`src/rtl/uart_rx_pkg.sv`:
```
package uart_rx_pkg;

    typedef enum logic [2:0] {
        RX_IDLE,
        RX_START,
        RX_DATA,
        RX_PAR,
        RX_STOP,
        RX_HOLD
    } rx_state_e;

    typedef struct packed {
        logic bi;
        logic fe;
        logic pe;
        logic oe;
        logic dr;
    } rx_flags_t;

endpackage

```
`src/rtl/uart_rx_frame.sv`:
```
module uart_rx_frame
    import uart_rx_pkg::*;
#(
    parameter int DATA_W   = 8,
    parameter int OSR      = 16,
    parameter int MIN_BITS = 5
) (
    input  logic              clk,
    input  logic              rst_n,
    input  logic              rxd_i,
    input  logic              tick_i,
    input  logic [1:0]        wlen_i,
    input  logic              par_en_i,
    input  logic              par_even_i,
    input  logic              par_stick_i,
    output logic              commit_o,
    output logic [DATA_W-1:0] data_o,
    output logic              perr_o,
    output logic              ferr_o,
    output logic              brk_o
);

    localparam int CNT_W = $clog2(OSR);
    localparam int IDX_W = $clog2(DATA_W + 1);
    localparam logic [CNT_W-1:0] HALF = CNT_W'(OSR / 2 - 1);
    localparam logic [CNT_W-1:0] FULL = CNT_W'(OSR - 1);

    typedef struct packed {
        rx_state_e         state;
        logic [CNT_W-1:0]  cnt;
        logic [IDX_W-1:0]  idx;
        logic [DATA_W-1:0] shreg;
        logic              pbit;
        logic              allz;
    } frm_t;

    frm_t frm_d, frm_q;

    logic [IDX_W-1:0] nbits;
    logic             last_bit;
    logic             exp_par;

    assign nbits    = IDX_W'(MIN_BITS) + IDX_W'(wlen_i);
    assign last_bit = (frm_q.idx == nbits - 1'b1);
    assign exp_par  = par_stick_i ? ~par_even_i
                    : (par_even_i ? ^frm_q.shreg : ~^frm_q.shreg);

    always_comb begin
        frm_d    = frm_q;
        commit_o = 1'b0;
        data_o   = frm_q.shreg;
        perr_o   = 1'b0;
        ferr_o   = 1'b0;
        brk_o    = 1'b0;
        if (tick_i) begin
            case (frm_q.state)
                RX_IDLE: begin
                    if (!rxd_i) begin
                        frm_d.state = RX_START;
                        frm_d.cnt   = '0;
                    end
                end
                RX_START: begin
                    if (frm_q.cnt == HALF) begin
                        frm_d.cnt = '0;
                        if (!rxd_i) begin
                            frm_d.state = RX_DATA;
                            frm_d.idx   = '0;
                            frm_d.shreg = '0;
                            frm_d.allz  = 1'b1;
                        end else begin
                            frm_d.state = RX_IDLE;
                        end
                    end else begin
                        frm_d.cnt = frm_q.cnt + 1'b1;
                    end
                end
                RX_DATA: begin
                    frm_d.cnt = frm_q.cnt + 1'b1;
                    if (frm_q.cnt == FULL) begin
                        for (int i = 0; i < DATA_W; i++) begin
                            if (frm_q.idx == IDX_W'(i)) begin
                                frm_d.shreg[i] = rxd_i;
                            end
                        end
                        frm_d.allz = frm_q.allz & ~rxd_i;
                        frm_d.idx  = frm_q.idx + 1'b1;
                        if (last_bit) begin
                            frm_d.state = par_en_i ? RX_PAR : RX_STOP;
                        end
                    end
                end
                RX_PAR: begin
                    frm_d.cnt = frm_q.cnt + 1'b1;
                    if (frm_q.cnt == FULL) begin
                        frm_d.pbit  = rxd_i;
                        frm_d.allz  = frm_q.allz & ~rxd_i;
                        frm_d.state = RX_STOP;
                    end
                end
                RX_STOP: begin
                    frm_d.cnt = frm_q.cnt + 1'b1;
                    if (frm_q.cnt == FULL) begin
                        commit_o    = 1'b1;
                        ferr_o      = ~rxd_i;
                        brk_o       = frm_q.allz & ~rxd_i;
                        perr_o      = par_en_i & (frm_q.pbit != exp_par);
                        frm_d.state = rxd_i ? RX_IDLE : RX_HOLD;
                    end
                end
                RX_HOLD: begin
                    if (rxd_i) begin
                        frm_d.state = RX_IDLE;
                    end
                end
                default: frm_d.state = RX_IDLE;
            endcase
        end
    end

    always_ff @(posedge clk or negedge rst_n) begin
        if (!rst_n) begin
            frm_q <= '{state: RX_IDLE, cnt: '0, idx: '0, shreg: '0,
                       pbit: 1'b0, allz: 1'b0};
        end else begin
            frm_q <= frm_d;
        end
    end

endmodule

```
`src/rtl/uart_rx_status.sv`:
```
module uart_rx_status
    import uart_rx_pkg::*;
#(
    parameter int DATA_W = 8
) (
    input  logic              clk,
    input  logic              rst_n,
    input  logic              commit_i,
    input  logic [DATA_W-1:0] data_i,
    input  logic              perr_i,
    input  logic              ferr_i,
    input  logic              brk_i,
    input  logic              buf_rd_i,
    input  logic              stat_rd_i,
    output logic [DATA_W-1:0] rbuf_o,
    output rx_flags_t         flags_o
);

    typedef struct packed {
        logic [DATA_W-1:0] rbuf;
        rx_flags_t         flags;
    } st_t;

    st_t st_d, st_q;

    always_comb begin
        st_d          = st_q;
        st_d.rbuf     = commit_i ? data_i : st_q.rbuf;
        st_d.flags.dr = commit_i | (st_q.flags.dr & ~buf_rd_i);
        st_d.flags.oe = (st_q.flags.oe & ~stat_rd_i)
                      | (commit_i & st_q.flags.dr & ~buf_rd_i);
        st_d.flags.pe = (st_q.flags.pe & ~stat_rd_i) | (commit_i & perr_i);
        st_d.flags.fe = (st_q.flags.fe & ~stat_rd_i) | (commit_i & ferr_i);
        st_d.flags.bi = (st_q.flags.bi & ~stat_rd_i) | (commit_i & brk_i);
    end

    always_ff @(posedge clk or negedge rst_n) begin
        if (!rst_n) begin
            st_q <= '0;
        end else begin
            st_q <= st_d;
        end
    end

    assign rbuf_o  = st_q.rbuf;
    assign flags_o = st_q.flags;

endmodule

```
`src/rtl/uart_rx_core.sv`:
```
module uart_rx_core
    import uart_rx_pkg::*;
#(
    parameter int DATA_W   = 8,
    parameter int OSR      = 16,
    parameter int MIN_BITS = 5
) (
    input  logic              clk,
    input  logic              rst_n,
    input  logic              rxd_i,
    input  logic              tick16_i,
    input  logic [1:0]        wlen_i,
    input  logic              par_en_i,
    input  logic              par_even_i,
    input  logic              par_stick_i,
    input  logic              buf_rd_i,
    input  logic              stat_rd_i,
    output logic [DATA_W-1:0] rbuf_o,
    output logic [7:0]        lstat_o
);

    logic              frm_commit;
    logic [DATA_W-1:0] frm_data;
    logic              frm_perr;
    logic              frm_ferr;
    logic              frm_brk;
    rx_flags_t         flags;

    uart_rx_frame #(
        .DATA_W   (DATA_W),
        .OSR      (OSR),
        .MIN_BITS (MIN_BITS)
    ) frame_i (
        .clk         (clk),
        .rst_n       (rst_n),
        .rxd_i       (rxd_i),
        .tick_i      (tick16_i),
        .wlen_i      (wlen_i),
        .par_en_i    (par_en_i),
        .par_even_i  (par_even_i),
        .par_stick_i (par_stick_i),
        .commit_o    (frm_commit),
        .data_o      (frm_data),
        .perr_o      (frm_perr),
        .ferr_o      (frm_ferr),
        .brk_o       (frm_brk)
    );

    uart_rx_status #(
        .DATA_W (DATA_W)
    ) status_i (
        .clk       (clk),
        .rst_n     (rst_n),
        .commit_i  (frm_commit),
        .data_i    (frm_data),
        .perr_i    (frm_perr),
        .ferr_i    (frm_ferr),
        .brk_i     (frm_brk),
        .buf_rd_i  (buf_rd_i),
        .stat_rd_i (stat_rd_i),
        .rbuf_o    (rbuf_o),
        .flags_o   (flags)
    );

    assign lstat_o = {3'b000, flags.bi, flags.fe, flags.pe, flags.oe, flags.dr};

endmodule


```
`config.mk`:
```
export PLATFORM = sky130hd
export DESIGN_NAME = uart_rx_core
export DESIGN_NICKNAME = d
export VERILOG_FILES = /design/src/rtl/uart_rx_pkg.sv /design/src/rtl/uart_rx_frame.sv /design/src/rtl/uart_rx_status.sv /design/src/rtl/uart_rx_core.sv
export SDC_FILE = /design/constraint.sdc
export NUM_CORES = 1
export LEC_CHECK = 0
export BUFFER_PORTS_ARGS = -buffer_cell sky130_fd_sc_hd__buf_4
export CAP_MARGIN = 10
export CORE_MARGIN = 5
export CORE_UTILIZATION = 51
export DETAILED_ROUTE_END_ITERATION = 6
export PLACE_DENSITY_LB_ADDON = 0.25
export SYNTH_ARGS = -nofsm -noshare
export SYNTH_HDL_FRONTEND = slang
export SYNTH_HIERARCHICAL = 1
export SYNTH_SLANG_ARGS = --single-unit
```
`constraint.sdc`:
```
create_clock -name clk -period 1.9 [get_ports clk]
set_clock_uncertainty 0.2 [all_clocks]
set_input_delay 0.19 -clock clk [delete_from_list [all_inputs] [get_ports clk]]
set_output_delay 0.19 -clock clk [all_outputs]
set_load 0.01 [all_outputs]
```
==> key figures, run 1 <==
Detailed routing
  – DRC: 0
  – Drt first pass iters: 4
  – Via Count: 1597
  – Via density: 5.62
  – Final ANT Viol Nets: 0
  – Drt first-iter violations: 102
  – WL final: 4.31 mm
  – Drt wl/cell: 15.2 um

Floorplan
  – Die Span Y: 71.9 um
  – Full die area: 0.00517 mm^2
  – Starting Density: 0.530
  – Io pins: 27
  – Row Count: 22
  – Core area: 0.00369 mm^2
  – Die W: 71.9 um

Yosys
  – Yosys top cell by area: dfrtp_1
  – Count of cell types in the netlist: 50
  – Main combinational cell family by area after synthesis: simple AND/OR/NAND/NOR gates
  – Cells after synthesis: 198
  – Mapped Avg Cell Area: 9.86 um^2
  – Simple-Gate Fraction of Synth Area: 0.170
  – Mapped cell area: 0.00195 mm^2
  – Synth Area in Adders: 0.0320
  – Mux share of post-synthesis cell area: 0.0666
  – Synth top area cells: dfrtp_1 44%, buf_4 4.6%, nand3_1 4.4%, mux2_4 3.8%, xnor2_1 3.6%
  – Post-Synth XOR/XNOR Area: 0.0538
  – YS warnings: 6
  – Yosys top cell area share: 0.436
  – Compound-Gate Fraction of Synth Area: 0.152
  – Seq/Total Area, Yosys: 0.436
  – Seq cells post-synth: 34

GRT
  – First-pass GRT wire length: 6.98 mm
  – Gr ovfl total: 0
  – Met1 usage: 0.220
  – Initial antenna violation count: 0
  – Met2 global-route usage: 0.282
  – Gr usage total: 0.175
  – Number of global-route vias before repair: 1481
  – Largest net degree at the start of global routing: 35
  – Layer carrying the most global-route usage: met2
  – GRT met3 Usage: 0.0575

STA
  – Final min period: 1.91 ns
  – Hold Slack: 0.0391 ns
  – Slew Viols, Final: 0
  – Fin. Hold Viols: 0
  – Fmax: 524 MHz
  – Setup ws final: -0.00775 ns
  – RSZ-0062 raised after global routing: true
  – Tcrit/Tclk final: 1.00
  – Setup-failing EPs final: 1

Place
  – Post-detail-place hpwl: 3.11 mm
  – Port Buffers: 23
  – Pre-CTS setup slack: -0.0571 ns
  – DP Cell Count: 269
  – Cell area after placement: 0.00222 mm^2
  – GPL Wtd Cong: 0.872

Power
  – Sw Share: 0.318
  – Clock power share: 0.326
  – Sequential power share: 0.383
  – Power Dens Cells: 999 mW/mm^2
  – Worst IR Drop VDD: 544 uV
  – Leak Pwr: 1.15 nW
  – Pint: 1.68 mW
  – Combinational group share of total power: 0.291
  – NetSw: 0.782 mW

CTS
  – Clk root buf: clkbuf_8
  – CTS buffer count: 5
  – Worst-path clk slew: 0.07 ns
  – CTS tree: yes
  – H-tree levels: 2
  – Bufs on Longest Clock Path: 2
  – Clock Sinks: 34
  – Worst-skew pair later-pin latency: 0.29 ns

Final layout
  – Fraction of layout cells with a size suffix above 1: 0.343
  – Util after Layout: 0.667
  – Antenna Cells: 0
  – Filler Cells Inserted: 291
  – Fin nets: 251
  – Fin area: 0.00246 mm^2
  – Synth-to-layout area growth: 26.0%
  – Post-Layout Cell Count: 284

Hold path
  – Hold Crit Start: tick16_i
  – Worst min path class: input pin to register

Critical path
  – Critical path data arrival time: 1.89 ns
  – CP cell instances: or4b_1, a21oi_2, buf_4, nand4_1, xor2_1, nor2_1
  – Worst setup SP type: register
  – Crit path max-delay family: simple AND/OR/NAND/NOR gates
  – CP endpoint kind: register
  – R2R Path Start: frame_i/frm_q[17]
  – Flop2flop setup slack: -0.008 ns
  – Crit path from: frame_i/frm_q[17]
  – Crit-path max FO: 3
  – Slowest cell on the critical path: or4b_1
  – Crit Path Class: register to register
  – Worst EP required: 1.88 ns
  – Crit path buf inv count: 1
  – CP peak stage delay: 0.53 ns

Run
  – Maxcap violations: 0

Status
  – Status: complete, but fails checks
  – Failing checks: negative setup slack
-- cell usage in the layout (no fill, tap or decap), types with 5 or more instances in the layout --
cell       n
xnor2_1    8
nand3_1   17
o21ai_1    8
mux2_4     5
buf_4     44
inv_1      9
o21ai_0    9
nand2_1   13
a21oi_1    6
nor2_1     7
clkbuf_8   5
dfrtp_1   33
-- cells in the mapped netlist (all sizes together) --
library cell,count
dfrtp,34
buf,17
nand3,17
o21ai,17
nand2,15
inv,9
mux2,9
nor2,9
a21oi,8
xnor2,8
ha,5
xor2,4
a21o,3
a22o,3
and3,3
clkbuf,3
nand3b,3
nand4,3
nor3,3
nor2b,2
o21a,2
a221o,1
a221oi,1
a22oi,1
a31oi,1
a32o,1
and2,1
conb,1
mux2i,1
nand4b,1
nor3b,1
nor4,1
o2111ai,1
o211ai,1
o221ai,1
o22a,1
o22ai,1
o311ai,1
o31ai,1
or3,1
or4,1
or4b,1
-- final cells by class --
cell class	instances	area (um^2)	area share
sequential	34	852	0.346
tap	48	60.1	0.0244
timing repair buffer	48	382	0.155
inverter	9	33.8	0.0137
clock inverter	3	68.8	0.0280
multi-input combinational	137	996	0.405
clock buffer	5	68.8	0.0280
-- flip-flops by register name, indices dropped and copies added, names as in the netlist --
name / cells
frame_i/data_o: 8
status_i/rbuf_o: 8
frame_i/frm_q: 13
status_i/flags_o: 5
-- per-layer routing --
layer | wire length, um | vias up
li1 | - | 767
met1 | 1890 | 773
met2 | 2090 | 47
met3 | 244 | 10
met4 | 81 | 0
met5 | 0 | -
-- metrics by stage --
| step | total power, mW | setup TNS, ns |
|---|---|---|
| finish | 2.46 | -0.00775 |
| global route | 2.61 | -0.461 |
| CTS | 2.42 | -0.0263 |
| detailed placement | 1.57 | -0.150 |
| global placement | 1.55 | -0.0622 |
| floorplan | 1.35 | 0 |
-- power groups by stage --
stage	clock network, mW	registers (mW)	logic (mW)
5_1_grt	0.855	0.961	0.790
6_report	0.801	0.941	0.715
3_3_place_gp	0	0.941	0.605
2_1_floorplan	0	0.907	0.445
4_1_cts	0.821	0.934	0.662
3_5_place_dp	0	0.949	0.624
-- path summary, 6_finish.rpt --
| check | endpoint | cells past startpoint |
|---|---|---|
| worst max-delay path | frame_i/frm_q[13] | 6 |
| worst min-delay path | frame_i/frm_q[20] | 3 |
| worst max register to register | frame_i/frm_q[13] | 6 |
| worst min register to register | status_i/flags_o[2] | 1 |
| max in group asynchronous | frame_i/frm_q[18] | 2 |
| min in group asynchronous | status_i/rbuf_o[6] | 2 |
-- repair_timing --
item	in CTS	in global routing
endpoints found under the setup margin	10	21
buffers inserted	3	2
gates resized for setup	4	7
pin swaps	0	4
hold endpoints to repair	35	0
hold buffers	2	0
-- tightest hold or removal path: cells and delay by family --
| kind | cells | cell delay (ns) |
|---|---|---|
| compound gates | 1 | 0.07 |
| buf+inv | 2 | 0.23 |
-- cells by family after synthesis --
logic type	after synthesis
mux	10
buf+inv	29
flops	34
xor+xnor	12
other cells	1
simple gates	62
fa+ha+maj	5
compound gates	45
Note: power is estimated with default switching activity, not from simulation.
==> inputs of run 2 (changes only) <==
--- a/config.mk
+++ b/config.mk
@@ -11,6 +11,7 @@
 export CORE_UTILIZATION = 51
 export DETAILED_ROUTE_END_ITERATION = 6
 export PLACE_DENSITY_LB_ADDON = 0.25
+export REMOVE_ABC_BUFFERS = 1
 export SYNTH_ARGS = -nofsm -noshare
 export SYNTH_HDL_FRONTEND = slang
 export SYNTH_HIERARCHICAL = 1
==> run 2 against run 1 <==
Net effect: maximum frequency increased by 0.44%; count of clock-buffer cells in the layout unchanged; largest cell class unchanged; cell count increased by 1.1%; routed wire length increased by 4.4%; the flow now finishes without violations; highest routed layer unchanged.
==> key figures, run 2 (synthesis results as in run 1) <==
Status
  – Status: finished clean

Final layout
  – Register with the most flip-flops: frame_i/frm_q
  – Util after Layout: 0.659
  – Max reg flops: 13
  – Synth-to-layout area growth: 24.4%
  – Most common cell after layout, fill and taps aside: buf_4
  – Post-Layout Cell Count: 287
  – Most frequent cells in the layout: 49 x buf_4, 34 x dfrtp_1, 16 x nand3_1, 13 x nand2_1
  – Fin nets: 254
  – Antenna Cells: 0
  – Fin area: 0.00243 mm^2
  – Fraction of layout cells with a size suffix above 1: 0.347

Critical path
  – Crit Path Class: register to register
  – Slowest cell on the critical path: or4b_4
  – Flop2flop setup slack: 0.0007 ns
  – Crit path buf inv count: 1
  – CP endpoint kind: register
  – CP cell instances: or4b_4, a21oi_4, buf_6, nand4_1, xor2_1, nor2_1
  – Critical path data arrival time: 1.88 ns
  – Crit path max-delay family: simple AND/OR/NAND/NOR gates
  – CP peak stage delay: 0.52 ns
  – Crit-path max FO: 6
  – Worst EP required: 1.88 ns
  – Worst setup SP type: register

CTS
  – Worst-path clk slew: 0.07 ns
  – Worst-skew pair later-pin latency: 0.29 ns
  – Clk root buf: clkbuf_8
  – Clock Sinks: 34
  – CTS tree: yes
  – Bufs on Longest Clock Path: 2
  – H-tree levels: 2
  – CTS buffer count: 5

STA
  – Tcrit/Tclk final: 1.00
  – Slew Viols, Final: 0
  – Setup TNS: 0 ns
  – Final min period: 1.90 ns
  – RSZ-0062 raised after global routing: true
  – Setup-failing EPs final: 0
  – Fmax: 527 MHz
  – Fin. Hold Viols: 0

Floorplan
  – Core area: 0.00369 mm^2
  – Die Span Y: 71.9 um
  – Row Count: 22
  – Full die area: 0.00517 mm^2
  – Starting Density: 0.530
  – Die W: 71.9 um
  – Io pins: 27

GRT
  – Gr ovfl total: 0
  – First-pass GRT wire length: 7.08 mm
  – Initial antenna violation count: 0
  – Met1 usage: 0.232
  – Largest net degree at the start of global routing: 35
  – GRT met3 Usage: 0.0491
  – Layer carrying the most global-route usage: met2
  – Met2 global-route usage: 0.280
  – Gr usage total: 0.175
  – Number of global-route vias before repair: 1546

Run
  – Maxcap violations: 0

Place
  – Post-detail-place hpwl: 2.98 mm
  – Port Buffers: 23
  – DP Cell Count: 267
  – Cell area after placement: 0.00217 mm^2
  – GPL Wtd Cong: 0.858

Power
  – Worst IR Drop VDD: 794 uV
  – NetSw: 0.770 mW
  – Power Dens Cells: 938 mW/mm^2
  – Combinational group share of total power: 0.305
  – Clock power share: 0.286
  – Sw Share: 0.338
  – Pint: 1.51 mW
  – Total Power: 2.28 mW
  – Sequential power share: 0.409
  – Leak Pwr: 1.16 nW

Hold path
  – Worst min path class: input pin to register

Detailed routing
  – WL final: 4.50 mm
  – Drt first pass iters: 4
  – Drt first-iter violations: 61
  – Via Count: 1633
  – DRC: 0
  – Final ANT Viol Nets: 0
  – Drt wl/cell: 15.7 um
  – Via density: 5.69
[run 2: stage by stage]
step                hold WS, ns  worst slack (ns)
finish                   0.0181          0.000683
global route             0.0383           -0.0640
CTS                      0.0106           -0.0365
detailed placement      -0.0378           -0.0654
global placement        -0.0442          -0.00554
floorplan                -0.306            -0.635
[run 2: layout make-up]
class | instances | area [um^2]
clock buffers | 5 | 68.8
clock inverters | 3 | 40.0
fillers | 303 | 1260
inverters | 9 | 33.8
multi-input cells | 137 | 987
flip-flops and latches | 34 | 851
well taps | 48 | 60.1
repair buffers | 51 | 389
[run 2: per-layer routing]
metal	share of wire	up-vias
met5	0	-
met2	0.50	73
li1	-	768
met3	0.072	7
met4	0.013	0
met1	0.41	785
[run 2: worst reg2reg max path, delay by kind of cell (launching register included)]
kind / cells / cell delay (ns)
flip-flops: 1 / 0.43
AO/OA/AOI/OAI: 1 / 0.16
AND/OR/NAND/NOR: 3 / 0.69
buffers and inverters: 1 / 0.14
XOR/XNOR: 1 / 0.17
[run 2: power groups by stage]
stage	logic, mW	clock network, mW	registers, mW
floorplan	0.348	0	0.945
global placement	0.599	0	0.925
detailed placement	0.616	0	0.931
CTS	0.641	0.669	0.919
global route	0.761	0.703	0.944
finish	0.694	0.652	0.933
[run 2: timing repair]
action	CTS	global route
pin swaps	3	6
hold buffers	1	0
resized for setup	5	12
endpoints found under the setup margin	12	21
gates cloned	1	1
hold endpoints to repair	34	0
setup buffers	2	8
[run 2: worst paths after layout]
path,startpoint,end,depth (start not counted)
min in group asynchronous,rst_n,frame_i/frm_q[17],2
worst max register to register,frame_i/frm_q[18],frame_i/frm_q[13],6
worst max-delay path,frame_i/frm_q[18],frame_i/frm_q[13],6
max in group asynchronous,rst_n,frame_i/data_o[4],2
worst min register to register,status_i/flags_o[1],status_i/flags_o[1],1
worst min-delay path,buf_rd_i,status_i/flags_o[0],3
